--- src/rtl/lat_align_pkg.sv ---
package lat_align_pkg;

    localparam int NCH_DEF     = 4;
    localparam int LAT_W_DEF   = 12;
    localparam int MARK_W_DEF  = 8;
    localparam int SLOT_W_DEF  = 6;
    localparam int RATE_W_DEF  = 4;
    localparam int PER_W_DEF   = 16;
    localparam int TIMEOUT_DEF = 4096;

    typedef enum logic {
        MS_IDLE  = 1'b0,
        MS_ARMED = 1'b1
    } meter_st_t;

    typedef struct packed {
        logic any_en;
        logic over_tol;
    } spread_t;

    function automatic int unsigned eff_rate(input int unsigned r);
        return (r == 0) ? 1 : r;
    endfunction

endpackage

--- src/rtl/lat_strobe_meter.sv ---
module lat_strobe_meter
    import lat_align_pkg::*;
#(
    parameter int TIMEOUT = TIMEOUT_DEF,
    parameter int PER_W   = PER_W_DEF
) (
    input  logic             clk,
    input  logic             rst,
    input  logic             strobe,
    output logic [PER_W-1:0] period
);
    localparam int CNT_W = $clog2(TIMEOUT + 1);

    meter_st_t        st;
    logic [CNT_W-1:0] cnt;
    logic             prev;
    logic             rise;

    assign rise = strobe && !prev;

    always_ff @(posedge clk) begin
        if (rst) begin
            st     <= MS_IDLE;
            cnt    <= '0;
            prev   <= 1'b0;
            period <= '0;
        end else begin
            prev <= strobe;
            if (rise) begin
                cnt <= CNT_W'(1);
                if (st == MS_ARMED) period <= PER_W'(cnt);
                st <= MS_ARMED;
            end else if (st == MS_ARMED) begin
                if (cnt == CNT_W'(TIMEOUT)) begin
                    period <= '0;
                    st     <= MS_IDLE;
                end else begin
                    cnt <= cnt + CNT_W'(1);
                end
            end
        end
    end


    idle_count_frozen_chk: assert property (@(posedge clk) disable iff (rst)
        (st == MS_IDLE && !rise) |=> $stable(cnt));

endmodule

--- src/rtl/lat_extreme.sv ---
module lat_extreme #(
    parameter int N = 4,
    parameter int W = 8
) (
    input  logic [N*W-1:0] vals,
    input  logic [N-1:0]   en,
    output logic [W-1:0]   max_v,
    output logic [W-1:0]   min_v
);
    always_comb begin
        max_v = '0;
        min_v = '1;
        for (int i = 0; i < N; i++) begin
            if (en[i]) begin
                if (vals[i*W +: W] > max_v) max_v = vals[i*W +: W];
                if (vals[i*W +: W] < min_v) min_v = vals[i*W +: W];
            end
        end
    end
endmodule

--- src/rtl/lat_chan_offset.sv ---
module lat_chan_offset
    import lat_align_pkg::*;
#(
    parameter int LAT_W  = LAT_W_DEF,
    parameter int SLOT_W = SLOT_W_DEF,
    parameter int RATE_W = RATE_W_DEF
) (
    input  logic              en,
    input  logic [LAT_W-1:0]  lat,
    input  logic [LAT_W-1:0]  target,
    input  logic [SLOT_W-1:0] slot,
    input  logic [SLOT_W-1:0] fifo_words,
    input  logic [RATE_W-1:0] rate,
    output logic [LAT_W-1:0]  delay,
    output logic [LAT_W-1:0]  words,
    output logic [RATE_W-1:0] rem,
    output logic              slot_bad
);
    logic [LAT_W-1:0] f_eff;
    logic [LAT_W-1:0] rem_full;

    assign f_eff    = LAT_W'(eff_rate(32'(rate)));
    assign delay    = en ? (target - lat) : '0;
    assign words    = delay / f_eff;
    assign rem_full = delay % f_eff;
    assign rem      = rem_full[RATE_W-1:0];
    assign slot_bad = en && (slot >= fifo_words);
endmodule

--- src/rtl/lat_aligner.sv ---
module lat_aligner
    import lat_align_pkg::*;
#(
    parameter int NCH     = NCH_DEF,
    parameter int LAT_W   = LAT_W_DEF,
    parameter int MARK_W  = MARK_W_DEF,
    parameter int SLOT_W  = SLOT_W_DEF,
    parameter int RATE_W  = RATE_W_DEF,
    parameter int PER_W   = PER_W_DEF,
    parameter int TIMEOUT = TIMEOUT_DEF
) (
    input  logic                  clk,
    input  logic                  rst,
    input  logic                  calc_req,
    input  logic [NCH-1:0]        chan_en,
    input  logic [SLOT_W-1:0]     fifo_words,
    input  logic [MARK_W-1:0]     spread_tol,
    input  logic [NCH*LAT_W-1:0]  lat_in,
    input  logic [NCH*MARK_W-1:0] mark_in,
    input  logic [NCH*SLOT_W-1:0] slot_in,
    input  logic [NCH*RATE_W-1:0] rate_in,
    input  logic                  ref_strobe,
    output logic                  done,
    output logic [LAT_W-1:0]      target_lat,
    output logic [NCH*LAT_W-1:0]  delay_out,
    output logic [NCH*LAT_W-1:0]  word_out,
    output logic [NCH*RATE_W-1:0] rem_out,
    output logic [NCH-1:0]        slot_err,
    output logic                  spread_err,
    output logic [PER_W-1:0]      strobe_period
);
    logic [LAT_W-1:0]      lat_max, lat_min_unused;
    logic [MARK_W-1:0]     mark_max, mark_min;
    logic [PER_W-1:0]      period_live;
    logic [NCH*LAT_W-1:0]  delay_c, words_c;
    logic [NCH*RATE_W-1:0] rem_c;
    logic [NCH-1:0]        slot_c;
    logic [NCH-1:0]        en_q;
    spread_t               spr;

    lat_extreme #(.N(NCH), .W(LAT_W)) u_lat_ext (
        .vals(lat_in), .en(chan_en), .max_v(lat_max), .min_v(lat_min_unused)
    );

    lat_extreme #(.N(NCH), .W(MARK_W)) u_mark_ext (
        .vals(mark_in), .en(chan_en), .max_v(mark_max), .min_v(mark_min)
    );

    lat_strobe_meter #(.TIMEOUT(TIMEOUT), .PER_W(PER_W)) u_meter (
        .clk(clk), .rst(rst), .strobe(ref_strobe), .period(period_live)
    );

    assign spr.any_en   = |chan_en;
    assign spr.over_tol = (mark_max - mark_min) > spread_tol;

    for (genvar g = 0; g < NCH; g++) begin : g_chan
        lat_chan_offset #(.LAT_W(LAT_W), .SLOT_W(SLOT_W), .RATE_W(RATE_W)) u_off (
            .en        (chan_en[g]),
            .lat       (lat_in[g*LAT_W +: LAT_W]),
            .target    (lat_max),
            .slot      (slot_in[g*SLOT_W +: SLOT_W]),
            .fifo_words(fifo_words),
            .rate      (rate_in[g*RATE_W +: RATE_W]),
            .delay     (delay_c[g*LAT_W +: LAT_W]),
            .words     (words_c[g*LAT_W +: LAT_W]),
            .rem       (rem_c[g*RATE_W +: RATE_W]),
            .slot_bad  (slot_c[g])
        );
    end

    always_ff @(posedge clk) begin
        if (rst) begin
            done          <= 1'b0;
            en_q          <= '0;
            target_lat    <= '0;
            delay_out     <= '0;
            word_out      <= '0;
            rem_out       <= '0;
            slot_err      <= '0;
            spread_err    <= 1'b0;
            strobe_period <= '0;
        end else begin
            done <= calc_req;
            if (calc_req) begin
                en_q          <= chan_en;
                target_lat    <= lat_max;
                delay_out     <= delay_c;
                word_out      <= words_c;
                rem_out       <= rem_c;
                slot_err      <= slot_c;
                spread_err    <= spr.any_en && spr.over_tol;
                strobe_period <= period_live;
            end
        end
    end

    logic [NCH-1:0] zero_hit;
    for (genvar g = 0; g < NCH; g++) begin : g_hit
        assign zero_hit[g] = en_q[g] && (delay_out[g*LAT_W +: LAT_W] == '0);
    end


    done_after_req_chk: assert property (@(posedge clk) disable iff (rst)
        calc_req |=> done);


    done_single_chk: assert property (@(posedge clk) disable iff (rst)
        !calc_req |=> (!done && $stable(target_lat) && $stable(delay_out) && $stable(strobe_period)));


    target_reached_chk: assert property (@(posedge clk) disable iff (rst)
        (done && en_q != '0) |-> (zero_hit != '0));

    for (genvar g = 0; g < NCH; g++) begin : g_chk

        offset_sum_chk: assert property (@(posedge clk) disable iff (rst)
            (done && en_q[g]) |->
            ((LAT_W+1)'(delay_out[g*LAT_W +: LAT_W]) + (LAT_W+1)'($past(lat_in[g*LAT_W +: LAT_W])))
                == (LAT_W+1)'(target_lat));


        idle_chan_chk: assert property (@(posedge clk) disable iff (rst)
            (done && !en_q[g]) |->
            (delay_out[g*LAT_W +: LAT_W] == '0 && word_out[g*LAT_W +: LAT_W] == '0 && !slot_err[g]));


        word_split_chk: assert property (@(posedge clk) disable iff (rst)
            done |->
            ((2*LAT_W)'(word_out[g*LAT_W +: LAT_W]) *
                 (2*LAT_W)'(eff_rate(32'($past(rate_in[g*RATE_W +: RATE_W]))))
             + (2*LAT_W)'(rem_out[g*RATE_W +: RATE_W])
             == (2*LAT_W)'(delay_out[g*LAT_W +: LAT_W])));
    end

endmodule

--- config.mk ---
export PLATFORM = sky130hd
export DESIGN_NAME = lat_aligner
export DESIGN_NICKNAME = d
export VERILOG_FILES = /design/src/rtl/lat_align_pkg.sv /design/src/rtl/lat_strobe_meter.sv /design/src/rtl/lat_extreme.sv /design/src/rtl/lat_chan_offset.sv /design/src/rtl/lat_aligner.sv
export SDC_FILE = /design/constraint.sdc
export NUM_CORES = 1
export LEC_CHECK = 0
export BUFFER_PORTS_ARGS = -buffer_cell sky130_fd_sc_hd__buf_2
export CORE_MARGIN = 4
export CORE_UTILIZATION = 58
export DETAILED_ROUTE_END_ITERATION = 8
export PLACE_DENSITY = 0.8
export SLEW_MARGIN = 15
export SYNTH_ARGS = -nofsm -noshare
export SYNTH_HDL_FRONTEND = slang
export SYNTH_SLANG_ARGS = --single-unit
export TNS_END_PERCENT = 20
--- constraint.sdc ---
create_clock -name clk -period 82.2 [get_ports clk]
set_input_delay 4.11 -clock clk [delete_from_list [all_inputs] [get_ports clk]]
set_output_delay 4.11 -clock clk [all_outputs]
set_load 0.02 [all_outputs]
# Yosys cells after proc, flatten, opt, wreduce, memory -nomap -nowiden
# Index checks and enable logic that the tools add are counted.
# totals
regBits	177
in_bits	142
out_inout_bits	146
wordCells	107
# classes
addsub	6
div	8
magnitude_cmp	17
n_eq_ne	2
mux	42
bitwise_logic	1
n_reduce_logical	18
# op_table
operator	n
$mux 12	12
$mux 8	16
$mux 16	4
$div 12x12->12	4
$mod 12x12->12	4
$sub 12x12->12	4
$gt 12x12->1	3
$gt 8x8->1	4
$ge 6x6->1	4
$lt 8x8->1	3
$logic_not 4->1	4
$mux 4	4
$add 13x1->13 const B	1
$eq 13x13->1 const B	1
$gt 12x1->1 const B	1
$gt 8x1->1 const B	1
$lt 8x8->1 const B	1
$sub 8x8->8	1
$logic_and 1x1->1	6
$mux 1	6
$reduce_and 2->1	3
$reduce_bool 2->1	2
$reduce_or 4->1	1
$ne 2x1->1 const B	1
3 further kinds	3

# Depth between registers and ports, before layout
# depth
ltp_word	15
ltp_mapped	149

# Cells and area by module
# A second synthesis with hierarchy kept.
# unflattened
cells_unflattened	3458
hier_area_um2	26392.8
# modules_own_cells
mod	n_inst	cells_each	area_per_inst_um2	seq_area_each_um2
lat_chan_offset (g_chan[0].u_off ...)	3	538	3668.5	0.0
lat_aligner	1	537	5589.1	2922.8
lat_chan_offset (g_chan[3].u_off)	1	507	3692.3	0.0
lat_extreme (u_lat_ext)	1	396	2894.0	0.0
lat_extreme (u_mark_ext)	1	250	1795.5	0.0
lat_strobe_meter	1	154	1416.4	560.5

# Worst setup path after synthesis
# OpenSTA, ideal clock, no wires.
# synth_path
path_kind	input to register
startpoint	input chan_en[0]
endpoint	register rem_out[13]
setup_ps	122
t_arrival_ps	31216
required_ps	82078
slack_ps	50862
cell_stages	139
n_path_buf	12
cell_sequence	clkbuf_1 > clkbuf_1 > clkbuf_1 > clkbuf_1 > nand2_1 > ha_1 > a21oi_1 > a2111oi_4 > o31a_1 > clkbuf_1 > clkbuf_1 > nand2_1 > o21ai_0 > inv_1 > ha_1 > a21o_1 > a21o_1 > a21o_1 > [... 103 more ...] > clkbuf_1 > nand2_1 > a21oi_1 > ha_1 > o21a_1 > o21a_1 > o21ai_0 > nand2b_1 > nand2b_1 > nor4_4 > o21ai_0 > fa_1 > a21o_1 > a21o_1 > a21oi_1 > o21a_1 > a311oi_1 > a311o_1
# synth_via
elab_chain_len	13
# synth_lines
element	line	text
from (decl)	lat_aligner.sv:15	input logic [NCH-1:0] chan_en,
$mux 12 (*)	lat_extreme.sv:14	if (en[i]) begin
$gt 12x12->1	lat_extreme.sv:15	if (vals[i*W +: W] > max_v) max_v = vals[i*W +: W];
$mux 12	lat_extreme.sv:15	
$mux 12 (*)	lat_extreme.sv:14	
$gt 12x12->1	lat_extreme.sv:15	
$mux 12	lat_extreme.sv:15	
$mux 12 (*)	lat_extreme.sv:14	
$gt 12x12->1	lat_extreme.sv:15	
$mux 12	lat_extreme.sv:15	
$mux 12 (*)	lat_extreme.sv:14	
net g_chan[0].u_off.target[1]	lat_chan_offset.sv:10	input logic [LAT_W-1:0] target,
$sub 12x12->12 (*)	lat_chan_offset.sv:23	assign delay = en ? (target - lat) : '0;
$mux 12 (*)	lat_chan_offset.sv:23	
$mod 12x12->12 (*)	lat_chan_offset.sv:25	assign rem_full = delay % f_eff;
to (signal assigned)	lat_aligner.sv:89	rem_out <= rem_c;
to (decl)	lat_aligner.sv:27	output logic [NCH*RATE_W-1:0] rem_out,
# Mark *: on every way through the listed nets, which the timed path passes. The rest lies on a longest branch.
# A chain may end at the register's enable or synchronous reset.

# Worst setup path in the final report
# Same ends and word-level chain as after synthesis.

==> results.sh <==
export IMPL_grt_overflow_total=0
export IMPL_ys_ff_latch=171
export IMPL_post_route_cells_drive_above_1_share_pct=13.5
export IMPL_async_reset_ff_share_pct=0
export IMPL_clk_latency_ns=0.49
export IMPL_dr_pass1_iters=5
export IMPL_status="finished clean"
export IMPL_die_x_um=206
export IMPL_arrival_ns=35.41
export IMPL_crit_top_cell="o21ai_0"
export IMPL_cts_sinks=171
export IMPL_rsz0062_at_grt="no"
export IMPL_io_buffers=284
export IMPL_crit_required_ns=82.63
export IMPL_track_usage_pct=34.8
export IMPL_wl_per_cell_um=20.1
export IMPL_drt_iter0_drc=1899
export IMPL_ys_seq_area_share_pct=15.1
export IMPL_avgSynthCellArea_um2=7.54
export IMPL_antenna_found_initial=22
export IMPL_met3WireLength_mm=6.48
export IMPL_cp_start_kind="input pin"
export IMPL_cts_tree="yes"
export IMPL_max_cap_violations=0
export IMPL_hold_class="flip-flop to flip-flop"
export IMPL_start_util_pct=58.8
export IMPL_timing_final_crit_share_pct=42.6
export IMPL_synthCells=3013
export IMPL_clk_pin_slew_ns=0.08
export IMPL_synth_warnings=0
export IMPL_cp_max_fo=45
export IMPL_highest_signal_layer="met5"
export IMPL_floorplan_rows=72
export IMPL_slew_viol_final=0
export IMPL_instances_no_fill=3788
export IMPL_skew_ns=0.0109
export IMPL_grt_max_degree=64
export IMPL_place_hpwl_mm=60.9
export IMPL_clockRootBuffer="clkbuf_16"
export IMPL_die_area_um2=42400
export IMPL_period_minus_slack_ns=34.98
export IMPL_wl_met1_mm=32.6
export IMPL_tightest_slew_ns=1.08
export IMPL_io_pin_count=288
export IMPL_place_congestion=0.963
export IMPL_setup_viol=0
export IMPL_crit_type="input pin to flip-flop"
export IMPL_drc=0
export IMPL_cts_resized=0
export IMPL_synth_area_um2=22700
export IMPL_slew_headroom_pct=28.0
export IMPL_hold_slack_ns=0.467
export IMPL_ctsHoldBuffers=0
export IMPL_dp_slack_ns=47.39
export IMPL_nets=3731
export IMPL_area_growth_pct=11.0
export IMPL_htreeDepth=4
export IMPL_dr_total_vias=24000
export IMPL_end_kind="flip-flop"
export IMPL_wl_met2_mm=34.3
export IMPL_routed_wl_mm=76.2
export IMPL_synth_cell_type_count=107
export IMPL_first_global_vias=22900
export IMPL_max_stage_delay_ns=0.85
export IMPL_die_h_um=206
export IMPL_viasPerCell=6.34
export IMPL_hold_viol_final=0
export IMPL_synth_edf_count=0
export IMPL_post_cts_setup_buffer_count=0
export IMPL_worst_slack_ns=47.22
export IMPL_ys_flop_type="dfxtp_1"
export IMPL_core_area_um2=38600
export IMPL_tns_ns=0
export IMPL_fmax_mhz=28.6
export IMPL_cts_made_buffers=17
export IMPL_grt_pass1_wl_mm=120
export IMPL_cp_slowest_cell="a211oi_4"
export IMPL_dp_cells=3747
export IMPL_ant_nets=0
export IMPL_cts_buffer_depth=2
==> synth_stat cells, types with 8 or more instances <==
cell type / instances / area (um2)
a211o_1: 10 / 87.6
a211oi_1: 53 / 398
a21o_1: 73 / 548
a21oi_1: 206 / 1030
a22oi_1: 16 / 120
a311o_1: 9 / 90.1
a311oi_1: 12 / 105
a31o_2: 8 / 70.1
a31oi_1: 23 / 144
and2_1: 50 / 313
and3_1: 25 / 156
clkbuf_1: 71 / 267
dfxtp_1: 171 / 3420
fa_1: 9 / 180
ha_1: 332 / 4150
inv_1: 197 / 739
mux2_2: 42 / 473
mux2i_1: 120 / 1200
nand2_1: 203 / 762
nand2b_1: 50 / 313
nand3_1: 47 / 235
nand3b_1: 12 / 90.1
nand4_1: 36 / 225
nor2_1: 357 / 1340
nor2b_1: 61 / 382
nor3_1: 124 / 621
nor3b_1: 8 / 60.1
nor4_1: 19 / 119
o2111ai_1: 8 / 70.1
o211ai_1: 28 / 210
o21a_1: 85 / 638
o21ai_0: 154 / 771
o21ai_1: 16 / 80.1
o21bai_1: 13 / 97.6
o31ai_1: 18 / 135
or2_2: 21 / 131
or3_1: 28 / 175
xnor2_1: 73 / 639
xor2_1: 50 / 438
==> layout by cell type, fill, tap and decap left out, types with 53 or more instances in the layout <==
cell / count
a21o_1: 73
inv_1: 197
o21ai_0: 152
o21a_1: 85
xnor2_1: 73
dfxtp_1: 171
buf_2: 282
ha_1: 332
nand2_1: 203
nor2b_1: 61
mux2i_1: 120
nor3_1: 124
nor2_1: 357
a21oi_1: 205
a211oi_1: 53
==> per-stage QoR <==
stage                     instance area, um2  util, %
after floorplan                        22700        -
final                                  25200     65.3
after global routing                   25200     65.3
after CTS                              25200     65.2
after global placement                 24600     63.6
after detailed placement               24600     63.6
==> kinds of logic after synthesis <==
| group | count (synthesis) | share of synthesized area, % |
|---|---|---|
| buffers and inverters | 285 | 4.78 |
| muxes | 167 | 7.64 |
| and+or+nand+nor | 1082 | 23.4 |
| AOI/OAI and AO/OA | 839 | 25.0 |
| xor gates and xnor gates | 125 | 4.95 |
| DFF | 171 | 15.1 |
| adders and majority gates | 343 | 19.2 |
| other | 1 | 0.0165 |
==> per-layer routing <==
| layer | track usage, % | vias up |
|---|---|---|
| met5 | 0 | - |
| met4 | 13.4 | 22 |
| met3 | 8.00 | 195 |
| met2 | 56.8 | 979 |
| met1 | 44.9 | 11300 |
| li1 | - | 11500 |
==> layout make-up <==
cell class | instances | area [um2]
antenna | 9 | 22.5
clock buffer | 18 | 439
clock inverter | 14 | 175
fill | 3415 | 13400
inverter | 200 | 751
multi-input combinational | 2559 | 18200
sequential | 171 | 3420
tap | 518 | 648
timing repair buffer | 299 | 1540
==> critical path, delay by kind of cell <==
kind	cells	cell delay (ns)
muxes	2	0.58
and+or+nand+nor	41	8.67
buffers and inverters	8	1.54
xor gates and xnor gates	1	0.22
adders and majority gates	15	4.70
AOI/OAI and AO/OA	64	15.49
==> sequential cells by signal, summed over array words and instances, names as in the netlist, 4 cells and up <==
name,cells
delay_out,48
rem_out,16
slot_err,4
strobe_period,13
target_lat,12
u_meter.cnt,13
u_meter.period,13
word_out,48
==> final timing paths <==
| path | from | endpoint | slack [ns] | cells after the start |
|---|---|---|---|---|
| setup / recovery | chan_en[0] | rem_out[13] | 47.22 | 131 |
| hold / removal | delay_out[24] | delay_out[24] | 0.47 | 2 |
| setup reg to reg | u_meter.cnt[0] | u_meter.period[6] | 80.34 | 8 |
| hold reg to reg | delay_out[24] | delay_out[24] | 0.47 | 2 |
Power is not shown: default switching activity piles up to over one toggle a cycle in this logic, so the estimate is an artifact.
